--- config.mk ---
export PLATFORM = sky130hd
export DESIGN_NAME = hline_timer
export DESIGN_NICKNAME = d
export VERILOG_FILES = /design/src/rtl/hline_pkg.sv /design/src/rtl/hline_shadow.sv /design/src/rtl/hline_seq.sv /design/src/rtl/hline_out.sv /design/src/rtl/hline_timer.sv
export SDC_FILE = /design/constraint.sdc
export NUM_CORES = 1
export LEC_CHECK = 0
export CAP_MARGIN = 10
export CORE_AREA = 8 8 85 87
export CTS_CLUSTER_DIAMETER = 60
export CTS_CLUSTER_SIZE = 40
export DETAILED_ROUTE_END_ITERATION = 8
export DIE_AREA = 0 0 93 95
export PLACE_DENSITY = 0.66
export SETUP_SLACK_MARGIN = 0.4
export SYNTH_ARGS = -nofsm -noshare
export SYNTH_HDL_FRONTEND = slang
export SYNTH_SLANG_ARGS = --single-unit
--- constraint.sdc ---
create_clock -name clk -period 2.9 [get_ports clk]
set_input_delay 0.87 -clock clk [delete_from_list [all_inputs] [get_ports clk]]
set_output_delay 0.87 -clock clk [all_outputs]
set_load 0.01 [all_outputs]
--- src/rtl/hline_pkg.sv ---
package hline_pkg;

  typedef enum logic [1:0] {
    PH_ACTIVE = 2'd0,
    PH_FPORCH = 2'd1,
    PH_SYNC   = 2'd2,
    PH_BPORCH = 2'd3
  } hphase_t;

  function automatic hphase_t phase_after(input hphase_t ph);
    case (ph)
      PH_ACTIVE: phase_after = PH_FPORCH;
      PH_FPORCH: phase_after = PH_SYNC;
      PH_SYNC:   phase_after = PH_BPORCH;
      default:   phase_after = PH_ACTIVE;
    endcase
  endfunction

endpackage

--- src/rtl/hline_shadow.sv ---
module hline_shadow #(
  parameter int WORD_W   = 32,
  parameter int PPL_W    = 6,
  parameter int SYNC_W   = 6,
  parameter int PORCH_W  = 8,
  parameter int PPL_LSB  = 2,
  parameter int SYNC_LSB = 8,
  parameter int FP_LSB   = 16,
  parameter int BP_LSB   = 24
) (
  input  logic               clk,
  input  logic               rst,
  input  logic               load,
  input  logic [WORD_W-1:0]  word,
  output logic [PPL_W-1:0]   ppl_q,
  output logic [SYNC_W-1:0]  hsw_q,
  output logic [PORCH_W-1:0] fp_q,
  output logic [PORCH_W-1:0] bp_q
);

  always_ff @(posedge clk) begin
    if (rst) begin
      ppl_q <= '0;
      hsw_q <= '0;
      fp_q  <= '0;
      bp_q  <= '0;
    end else if (load) begin
      ppl_q <= word[PPL_LSB  +: PPL_W];
      hsw_q <= word[SYNC_LSB +: SYNC_W];
      fp_q  <= word[FP_LSB   +: PORCH_W];
      bp_q  <= word[BP_LSB   +: PORCH_W];
    end
  end

endmodule

--- src/rtl/hline_seq.sv ---
module hline_seq
  import hline_pkg::*;
#(
  parameter int PPL_W     = 6,
  parameter int SYNC_W    = 6,
  parameter int PORCH_W   = 8,
  parameter int UNIT_LOG2 = 4,
  parameter int CNT_W     = 10
) (
  input  logic               clk,
  input  logic               rst,
  input  logic               pix_en,
  input  logic [PPL_W-1:0]   ppl,
  input  logic [SYNC_W-1:0]  hsw,
  input  logic [PORCH_W-1:0] fp,
  input  logic [PORCH_W-1:0] bp,
  output hphase_t            nxt_phase,
  output logic [CNT_W-1:0]   nxt_cnt,
  output logic               load_o,
  output logic               enter_sync_o
);

  hphase_t          phase_q;
  logic [CNT_W-1:0] cnt_q;
  logic [CNT_W-1:0] lim;
  logic             at_lim;

  always_comb begin
    case (phase_q)
      PH_ACTIVE: lim = CNT_W'({ppl, {UNIT_LOG2{1'b1}}});
      PH_FPORCH: lim = CNT_W'(fp);
      PH_SYNC:   lim = CNT_W'(hsw);
      default:   lim = CNT_W'(bp);
    endcase
  end

  assign at_lim = (cnt_q == lim);

  always_comb begin
    nxt_phase = phase_q;
    nxt_cnt   = cnt_q;
    if (pix_en) begin
      if (at_lim) begin
        nxt_phase = phase_after(phase_q);
        nxt_cnt   = '0;
      end else begin
        nxt_cnt = cnt_q + 1'b1;
      end
    end
  end

  assign load_o       = pix_en && at_lim && (phase_q == PH_BPORCH);
  assign enter_sync_o = pix_en && at_lim && (phase_q == PH_FPORCH);

  always_ff @(posedge clk) begin
    if (rst) begin
      phase_q <= PH_BPORCH;
      cnt_q   <= '0;
    end else begin
      phase_q <= nxt_phase;
      cnt_q   <= nxt_cnt;
    end
  end

endmodule

--- src/rtl/hline_out.sv ---
module hline_out
  import hline_pkg::*;
#(
  parameter int CNT_W = 10,
  parameter int IDX_W = 10
) (
  input  logic             clk,
  input  logic             rst,
  input  hphase_t          nxt_phase,
  input  logic [CNT_W-1:0] nxt_cnt,
  input  logic             enter_sync,
  output logic             de_q,
  output logic [IDX_W-1:0] idx_q,
  output logic             in_sync_q,
  output logic             end_q
);

  always_ff @(posedge clk) begin
    if (rst) begin
      de_q      <= 1'b0;
      idx_q     <= '0;
      in_sync_q <= 1'b0;
      end_q     <= 1'b0;
    end else begin
      de_q      <= (nxt_phase == PH_ACTIVE);
      idx_q     <= (nxt_phase == PH_ACTIVE) ? nxt_cnt[IDX_W-1:0] : '0;
      in_sync_q <= (nxt_phase == PH_SYNC);
      end_q     <= enter_sync;
    end
  end

endmodule

--- src/rtl/hline_timer.sv ---
module hline_timer
  import hline_pkg::*;
#(
  parameter int PPL_W     = 6,
  parameter int SYNC_W    = 6,
  parameter int PORCH_W   = 8,
  parameter int UNIT_LOG2 = 4,
  localparam int WORD_W   = 32,
  localparam int IDX_W    = PPL_W + UNIT_LOG2
) (
  input  logic              clk,
  input  logic              rst,
  input  logic              pix_en,
  input  logic [WORD_W-1:0] timing_word,
  input  logic              passive_mode,
  input  logic              sync_invert,
  output logic              pix_de,
  output logic              line_sync,
  output logic [IDX_W-1:0]  pix_idx,
  output logic              line_end
);

  localparam int PPL_LSB  = 2;
  localparam int SYNC_LSB = 8;
  localparam int FP_LSB   = 16;
  localparam int BP_LSB   = 24;
  localparam int CW_A     = (IDX_W > PORCH_W) ? IDX_W : PORCH_W;
  localparam int CNT_W    = (CW_A > SYNC_W) ? CW_A : SYNC_W;

  logic [PPL_W-1:0]   ppl_s;
  logic [SYNC_W-1:0]  hsw_s;
  logic [PORCH_W-1:0] fp_s;
  logic [PORCH_W-1:0] bp_s;
  hphase_t            nxt_phase;
  logic [CNT_W-1:0]   nxt_cnt;
  logic               load;
  logic               enter_sync;
  logic               in_sync;

  hline_shadow #(
    .WORD_W(WORD_W), .PPL_W(PPL_W), .SYNC_W(SYNC_W), .PORCH_W(PORCH_W),
    .PPL_LSB(PPL_LSB), .SYNC_LSB(SYNC_LSB), .FP_LSB(FP_LSB), .BP_LSB(BP_LSB)
  ) u_shadow (
    .clk(clk), .rst(rst), .load(load), .word(timing_word),
    .ppl_q(ppl_s), .hsw_q(hsw_s), .fp_q(fp_s), .bp_q(bp_s)
  );

  hline_seq #(
    .PPL_W(PPL_W), .SYNC_W(SYNC_W), .PORCH_W(PORCH_W),
    .UNIT_LOG2(UNIT_LOG2), .CNT_W(CNT_W)
  ) u_seq (
    .clk(clk), .rst(rst), .pix_en(pix_en),
    .ppl(ppl_s), .hsw(hsw_s), .fp(fp_s), .bp(bp_s),
    .nxt_phase(nxt_phase), .nxt_cnt(nxt_cnt),
    .load_o(load), .enter_sync_o(enter_sync)
  );

  hline_out #(.CNT_W(CNT_W), .IDX_W(IDX_W)) u_out (
    .clk(clk), .rst(rst), .nxt_phase(nxt_phase), .nxt_cnt(nxt_cnt),
    .enter_sync(enter_sync), .de_q(pix_de), .idx_q(pix_idx),
    .in_sync_q(in_sync), .end_q(line_end)
  );

  assign line_sync = in_sync ^ (sync_invert & ~passive_mode);

endmodule

**After elaboration in Yosys (flattened, before gate mapping)**

Index checks and enable logic that the tools add are counted.

- $add $sub $neg: 1
- Multipliers: 0
- Divide/modulo/power cells: 0
- Order comparisons: 0
- Equality and inequality tests: 5
- Shift-type cells: 0
- Multiplexer cells: 6
- Bitwise gates (word level): 4
- Reduce and logical (&&, ||, !) cells: 6

Operator list:

| kind | number |
|---|---|
| $pmux 10 s3 | 1 |
| $mux 10 | 2 |
| $add 10x1->10 const B | 1 |
| $eq 10x10->1 | 1 |
| $eq 2x2->1 const B | 3 |
| $pmux 2 s3 | 1 |
| $logic_not 2->1 | 2 |
| $mux 2 | 2 |
| $logic_and 1x1->1 | 3 |
| $eq 2x1->1 const B | 1 |
| $not 1->1 | 2 |
| $reduce_or 2->1 | 1 |
| $and 1x1->1 | 1 |
| $xor 1x1->1 | 1 |

- Register bits: 53
- Latch bits: 0
- Memory bits (writable): 0
- Bits in read-only memories: 0
- Input port bits: 37
- Output and inout port bits: 13
- Word-level logic and storage cells: 32
- Memories: 0

**Longest topological paths before layout**

- Word-level depth: 8
- Depth in mapped cells: 12
- Mapped depth without buffers: 8

**Hierarchy**

Synthesis repeated with hierarchy kept, for this count alone.

- Cells, all modules: 258
- Area, all modules: 2555.0 µm²

Modules (own cells, without submodules):

| module | times used | cells each | area each (µm²) | sequential area each (µm²) |
|---|---|---|---|---|
| hline_seq | 1 | 137 | 1064.8 | 240.2 |
| hline_shadow | 1 | 90 | 1012.2 | 560.5 |
| hline_out | 1 | 29 | 447.9 | 260.2 |
| hline_timer | 1 | 2 | 30.0 | 0.0 |

**Worst setup path before layout**

No wires, ideal clock.

- Path kind: reg2reg
- From: register u_seq.phase_q[1]
- To: register u_shadow.bp_q[1]
- Setup time: 72 ps
- Arrival: 2298 ps
- Data required time: 2828 ps
- Setup slack: 530 ps
- Stages on the path, launching flop included: 13
- Path buffers: 4
- Period minus slack after synthesis: 2370 ps
- Path through: dfxtp_1 > inv_1 > ha_1 > buf_6 > a221o_1 > mux2i_1 > xnor2_1 > and3_4 > buf_6 > and4_4 > buf_12 > buf_12 > mux2i_1

- Word-level cells in the longest chain between the ends: 5
- Elaborated cells on any way between the ends: 8
- Classes of those cells: 4 x eq/ne; 1 x mux; 3 x reduce/logical

Ends and longest elaborated chain:

| element | line | RTL |
|---|---|---|
| from (decl) | hline_seq.sv:23 | `hphase_t phase_q;` |
| from (signal assigned) | hline_seq.sv:60 | `phase_q <= nxt_phase;` |
| $eq 2x2->1, or another cell as far along | hline_seq.sv:29 | `case (phase_q)` |
| $pmux 10 s3 | hline_seq.sv:29 |  |
| $eq 10x10->1 | hline_seq.sv:37 | `assign at_lim = (cnt_q == lim);` |
| $logic_and 1x1->1 | hline_seq.sv:52 | `assign load_o = pix_en && at_lim && (phase_q == PH_BPORCH);` |
| $logic_and 1x1->1 * | hline_seq.sv:52 |  |
| to (signal assigned) | hline_shadow.sv:31 | `bp_q <= word[BP_LSB +: PORCH_W];` |
| to (decl) | hline_shadow.sv:18 | `output logic [PORCH_W-1:0] bp_q` |

Every way passes the cells marked *; elsewhere a longest branch is shown, timed or not.
A chain may end at the register's enable or synchronous reset.

**Worst setup path in the final report**

- From: register u_seq.phase_q[0]
- To: register u_shadow.fp_q[5]

- Word-level cells in the longest chain between the ends: 5
- Elaborated cells on any way between the ends: 8
- Classes of those cells: 4 x eq/ne; 1 x mux; 3 x reduce/logical

Ends and longest elaborated chain:

| element | line | RTL |
|---|---|---|
| $eq 2x2->1, or another cell as far along | hline_seq.sv:29 |  |
| $pmux 10 s3 | hline_seq.sv:29 |  |
| $eq 10x10->1 | hline_seq.sv:37 |  |
| $logic_and 1x1->1 | hline_seq.sv:52 |  |
| $logic_and 1x1->1 * | hline_seq.sv:52 |  |
| to (signal assigned) | hline_shadow.sv:30 | `fp_q <= word[FP_LSB +: PORCH_W];` |
| to (decl) | hline_shadow.sv:17 | `output logic [PORCH_W-1:0] fp_q,` |

Marked as above.

==> summary.md <==
The run finished with clean final reports. The logs give 2,059 for the number of global-route vias before repair and -0.0642 ns for the post-place setup slack. The tightest slew margin relative to the limit is 63.8%, and the buffer and inverter count on the worst path is 2.

The proportion of power drawn by the clock network was 10.6%; the minimum hold slack was 0.462 ns. Entering global routing, the biggest net connects 60 pins. The tools report the post-route total power as 3.80 mW.

The horizontal extent of the die works out to 93 um. After the first detailed-routing iteration, the DRC count stood at 90. Number of cells on the critical path: 9.

Detailed placer's ending HPWL: 4.03 mm. The floorplan has 28 rows. TritonCTS built the clock tree. The total iterations of the first detailed-routing run was 4; the effective utilization at floorplan was 44.2%. The post-layout instance area came out at 3440 sq um. Endpoint required time on the critical path: 3.14 ns. The switching power is 1.55 mW, and the sequential power share is 29.0%. Measured along the y axis, the die boundary spans 95 um. The cell area after synthesis was 2570 sq um. From synthesis to final layout, the design area changed by 33.8%. Final-report max-slew violation count: 0. Across the run, the number of max-cap violations was 0.

The run gives 0.453 mV as the maximum vdd drop. STA classifies the critical path startpoint as a flip-flop. The tools report the number of standard cells after synthesis as 283.

For the count of final setup violators, the log shows 0. For the worst setup path, the data arrival time is 2.77 ns. The run gives 60.5% as the share of total power in combinational logic.

Worst setup path endpoint: u_shadow.fp_q[5]$_SDFFE_PP0P_. Clock tree synthesis inserted a total of 5 buffers. The die covers 8840 sq um. The number of enable-type register cells in the synthesized netlist works out to 0. In the layout the commonest cells are 65 x sky130_fd_sc_hd__nand2_1, 51 x sky130_fd_sc_hd__dfxtp_1, 42 x sky130_fd_sc_hd__clkdlybuf4s50_1, 31 x sky130_fd_sc_hd__mux2i_1, 13 x sky130_fd_sc_hd__nor3_1. The top cell type by area accounts for 41.3% of the synthesized area. The cell type of the slowest stage on the worst timing path was sky130_fd_sc_hd__dfxtp_4. Average cell area after synthesis: 9.08 sq um.

The min-delay analysis places its worst path in the category reg -> reg. In the finished design, the share of the clock period the worst path needs comes to 87.2%. The fraction of registers with async set/reset is 0%.

Number of antenna violations at the first check in global routing: 0. The largest single stage delay on the critical path is 0.39 ns. Traced cell by cell, the critical path runs through clkinvlp_4 > ha_4 > a221o_1 > mux2i_1 > xnor2_2 > and3_4 > and4_4 > clkbuf_16 > mux2i_1.

The net count of the mapped netlist is 325. For this run, the total global-route usage over all layers was measured as 13.0%. The tree built by TritonCTS fans out to 53 sinks.

For the boundary pin count, the log shows 50. Global routing finished with a remaining overflow of 0. The power per unit of standard cell area is 1100 nW/um^2, and the remaining antenna violation count is 0. In this run the register-to-register setup slack is 0.37 ns. In the final layout, the share of cells above drive strength 1 is 16.1%.

The final non-filler cell total was 411; the internal portion of total power was 2.25 mW. For this run, the share of the core covered by cells in the final layout is 59.1%. Synthesis inferred 53 register bits. In this design, the critical path's most frequently occurring cell is sky130_fd_sc_hd__mux2i_1. In this run the worst path has a maximum fanout of 7. The kind of critical path was reg -> reg.

Buffers placed on the I/O ports in this run total 45. Clock latency of the later-clocked register in the worst-skew pair: 0.31 ns. The register clock-pin slew on the reported worst setup and hold paths works out to 0.10 ns.

The total core area is 5820 sq um, and the average routed wire per standard cell is 14.9 um. Number of vias per cell after detailed routing: 5.29. The tools report the number of distinct library cells after synthesis as 44. The logs give 3050 sq um for the cell area after placement and 0.370 ns for the post-route worst setup slack.

For this run, design rule violations remaining after detail routing come to 0. Worst reg-to-reg path cell count: 9. The number of antenna diodes in the final layout is 0. The run gives 392 as the total instance count after detailed placement. The run gives 377 as the final net count. For the worst-case clock buffer depth, the log shows 2.

In the synthesized netlist the dominant register cell turns out to be sky130_fd_sc_hd__dfxtp_1. The launch point of the critical path is u_seq.phase_q[0]$_SDFF_PP1_. The leading cell type in the layout, fill and taps excluded is sky130_fd_sc_hd__nand2_1. The total count of hold-check failures in the final report is 0, and the fraction of power spent switching nets is 40.8%. The count of vias placed by the detailed router is 2,174. Counting I/O delays and the setup requirement, the final critical path takes 2.53 ns. Buffers inserted to repair hold after CTS numbered 0. At the pin with the least slew margin, the transition time is 0.543 ns. STA classifies the critical path endpoint as a flip-flop. Between clock sinks in the finished design, the worst skew comes to 0.0103 ns. Summed over all instances, the cell type with the most area after synthesis is sky130_fd_sc_hd__dfxtp_1. Maximum clock rate: 0.395 GHz. The reg-to-reg critical path startpoint was u_seq.phase_q[0]$_SDFF_PP1_.

The H-tree was split into 2 levels. The cell chosen for the clock root was sky130_fd_sc_hd__clkbuf_8. By area the synthesized netlist is led by sky130_fd_sc_hd__dfxtp_1 41%, sky130_fd_sc_hd__mux2i_1 12%, sky130_fd_sc_hd__nand2_1 9.5%.

The setup total negative slack came out at 0 ns. The run gives 1.23 nW as the static leakage. Setup repair after global routing could not meet its margin everywhere. The logs give 0 for the number of synthesis warnings and 6.13 mm for the total routed wirelength.

The capture point of the worst reg-to-reg path is u_shadow.fp_q[5]$_SDFFE_PP0P_. The placer congestion estimate was 0.829. Of the synthesized area, sequential elements account for 41.3%.

The wire length of the first global-routing pass was 9.40 mm. The cell family contributing the most delay on the critical path is simple AND/OR/NAND/NOR gates.
==> flip-flops by register name, indices dropped and copies added, names as in the netlist <==
register,cells
u_shadow.fp_q,8
u_seq.cnt_q,10
u_out.idx_q,10
u_out.end_q,1
u_shadow.hsw_q,6
u_out.in_sync_q,1
u_shadow.ppl_q,6
u_shadow.bp_q,8
u_seq.phase_q,2
u_out.de_q,1
==> tightest hold or removal path, stage by stage, from the launching register on <==
cell                      delay [ns]
sky130_fd_sc_hd__dfxtp_1        0.32
sky130_fd_sc_hd__nand2_1        0.05
sky130_fd_sc_hd__mux2i_1        0.05
==> cell families (layout without fill, tap and decap cells) <==
family,Yosys count,after routing,synth area share [%]
compound gates,35,35,10.4
xor+xnor,15,15,5.40
fa+ha+maj,5,5,2.43
buf+inv,25,78,6.43
flops,53,53,41.3
mux,31,31,12.1
simple gates,119,119,22.0
==> synthesized netlist by cell type, types with 2 or more instances <==
cell	instances
sky130_fd_sc_hd__clkbuf_1	9
sky130_fd_sc_hd__ha_1	5
sky130_fd_sc_hd__inv_1	6
sky130_fd_sc_hd__buf_2	3
sky130_fd_sc_hd__nand3_1	5
sky130_fd_sc_hd__o311ai_0	3
sky130_fd_sc_hd__o211a_1	2
sky130_fd_sc_hd__dfxtp_1	53
sky130_fd_sc_hd__mux2i_1	31
sky130_fd_sc_hd__a221o_1	2
sky130_fd_sc_hd__buf_12	3
sky130_fd_sc_hd__xnor2_1	9
sky130_fd_sc_hd__o211ai_1	3
sky130_fd_sc_hd__a221oi_1	5
sky130_fd_sc_hd__o21ai_0	3
sky130_fd_sc_hd__xor2_1	5
sky130_fd_sc_hd__nand2b_1	7
sky130_fd_sc_hd__nor2_1	7
sky130_fd_sc_hd__nor4_1	2
sky130_fd_sc_hd__nand2_1	65
sky130_fd_sc_hd__nor3_1	13
sky130_fd_sc_hd__buf_6	2
sky130_fd_sc_hd__a22oi_1	4
sky130_fd_sc_hd__and3_1	2
sky130_fd_sc_hd__a21oi_1	6
sky130_fd_sc_hd__nand4_1	8
sky130_fd_sc_hd__a222oi_1	2
sky130_fd_sc_hd__nor2b_1	2
==> how the worst min path moves through the flow <==
stage                                   start                        endpoint  depth (start not counted)
6_report        u_shadow.bp_q[0]$_SDFFE_PP0P_   u_shadow.bp_q[0]$_SDFFE_PP0P_                          2
5_1_grt        u_shadow.ppl_q[1]$_SDFFE_PP0P_  u_shadow.ppl_q[1]$_SDFFE_PP0P_                          2
4_1_cts        u_shadow.ppl_q[1]$_SDFFE_PP0P_  u_shadow.ppl_q[1]$_SDFFE_PP0P_                          2
3_5_place_dp    u_shadow.bp_q[7]$_SDFFE_PP0P_   u_shadow.bp_q[7]$_SDFFE_PP0P_                          2
3_3_place_gp   u_shadow.ppl_q[0]$_SDFFE_PP0P_  u_shadow.ppl_q[0]$_SDFFE_PP0P_                          2
2_1_floorplan   u_shadow.bp_q[7]$_SDFFE_PP0P_   u_shadow.bp_q[7]$_SDFFE_PP0P_                          2
==> per-layer routing <==
metal | track usage (%) | share of wire (%) | vias up
met3 | 2.94 | 3.3 | 6
met4 | 4.83 | 1.3 | 0
li1 | - | - | 1095
met2 | 22.0 | 48 | 33
met5 | 0 | 0 | -
met1 | 15.6 | 48 | 1040
==> power by group through the flow <==
stage                     clock, mW  sequential [mW]  combinational (mW)
after global routing          0.439             1.12                2.43
after floorplan                   0             1.05                1.46
final                         0.402             1.10                2.30
after detailed placement          0             1.08                1.65
after global placement            0             1.07                1.64
after CTS                     0.415             1.06                1.69
==> cell type report <==
cell class,count,area (sq um)
Clock buffer,6,72.6
Clock inverter,2,10.0
Fill cell,550,2380
Inverter,7,30.0
Multi-Input combinational cell,205,1510
Sequential cell,53,1070
Tap cell,75,93.8
Timing Repair Buffer,63,653
==> what timing repair did <==
item / 4_1_cts / 5_1_grt
setup buffers: 1 / 8
pin swaps: 2 / 13
endpoints found under the hold margin: 0 / 0
gates resized for setup: 11 / 34
setup endpoints to repair: 49 / 52
cloned: 0 / 2
Note: power is estimated with default switching activity, not from simulation.
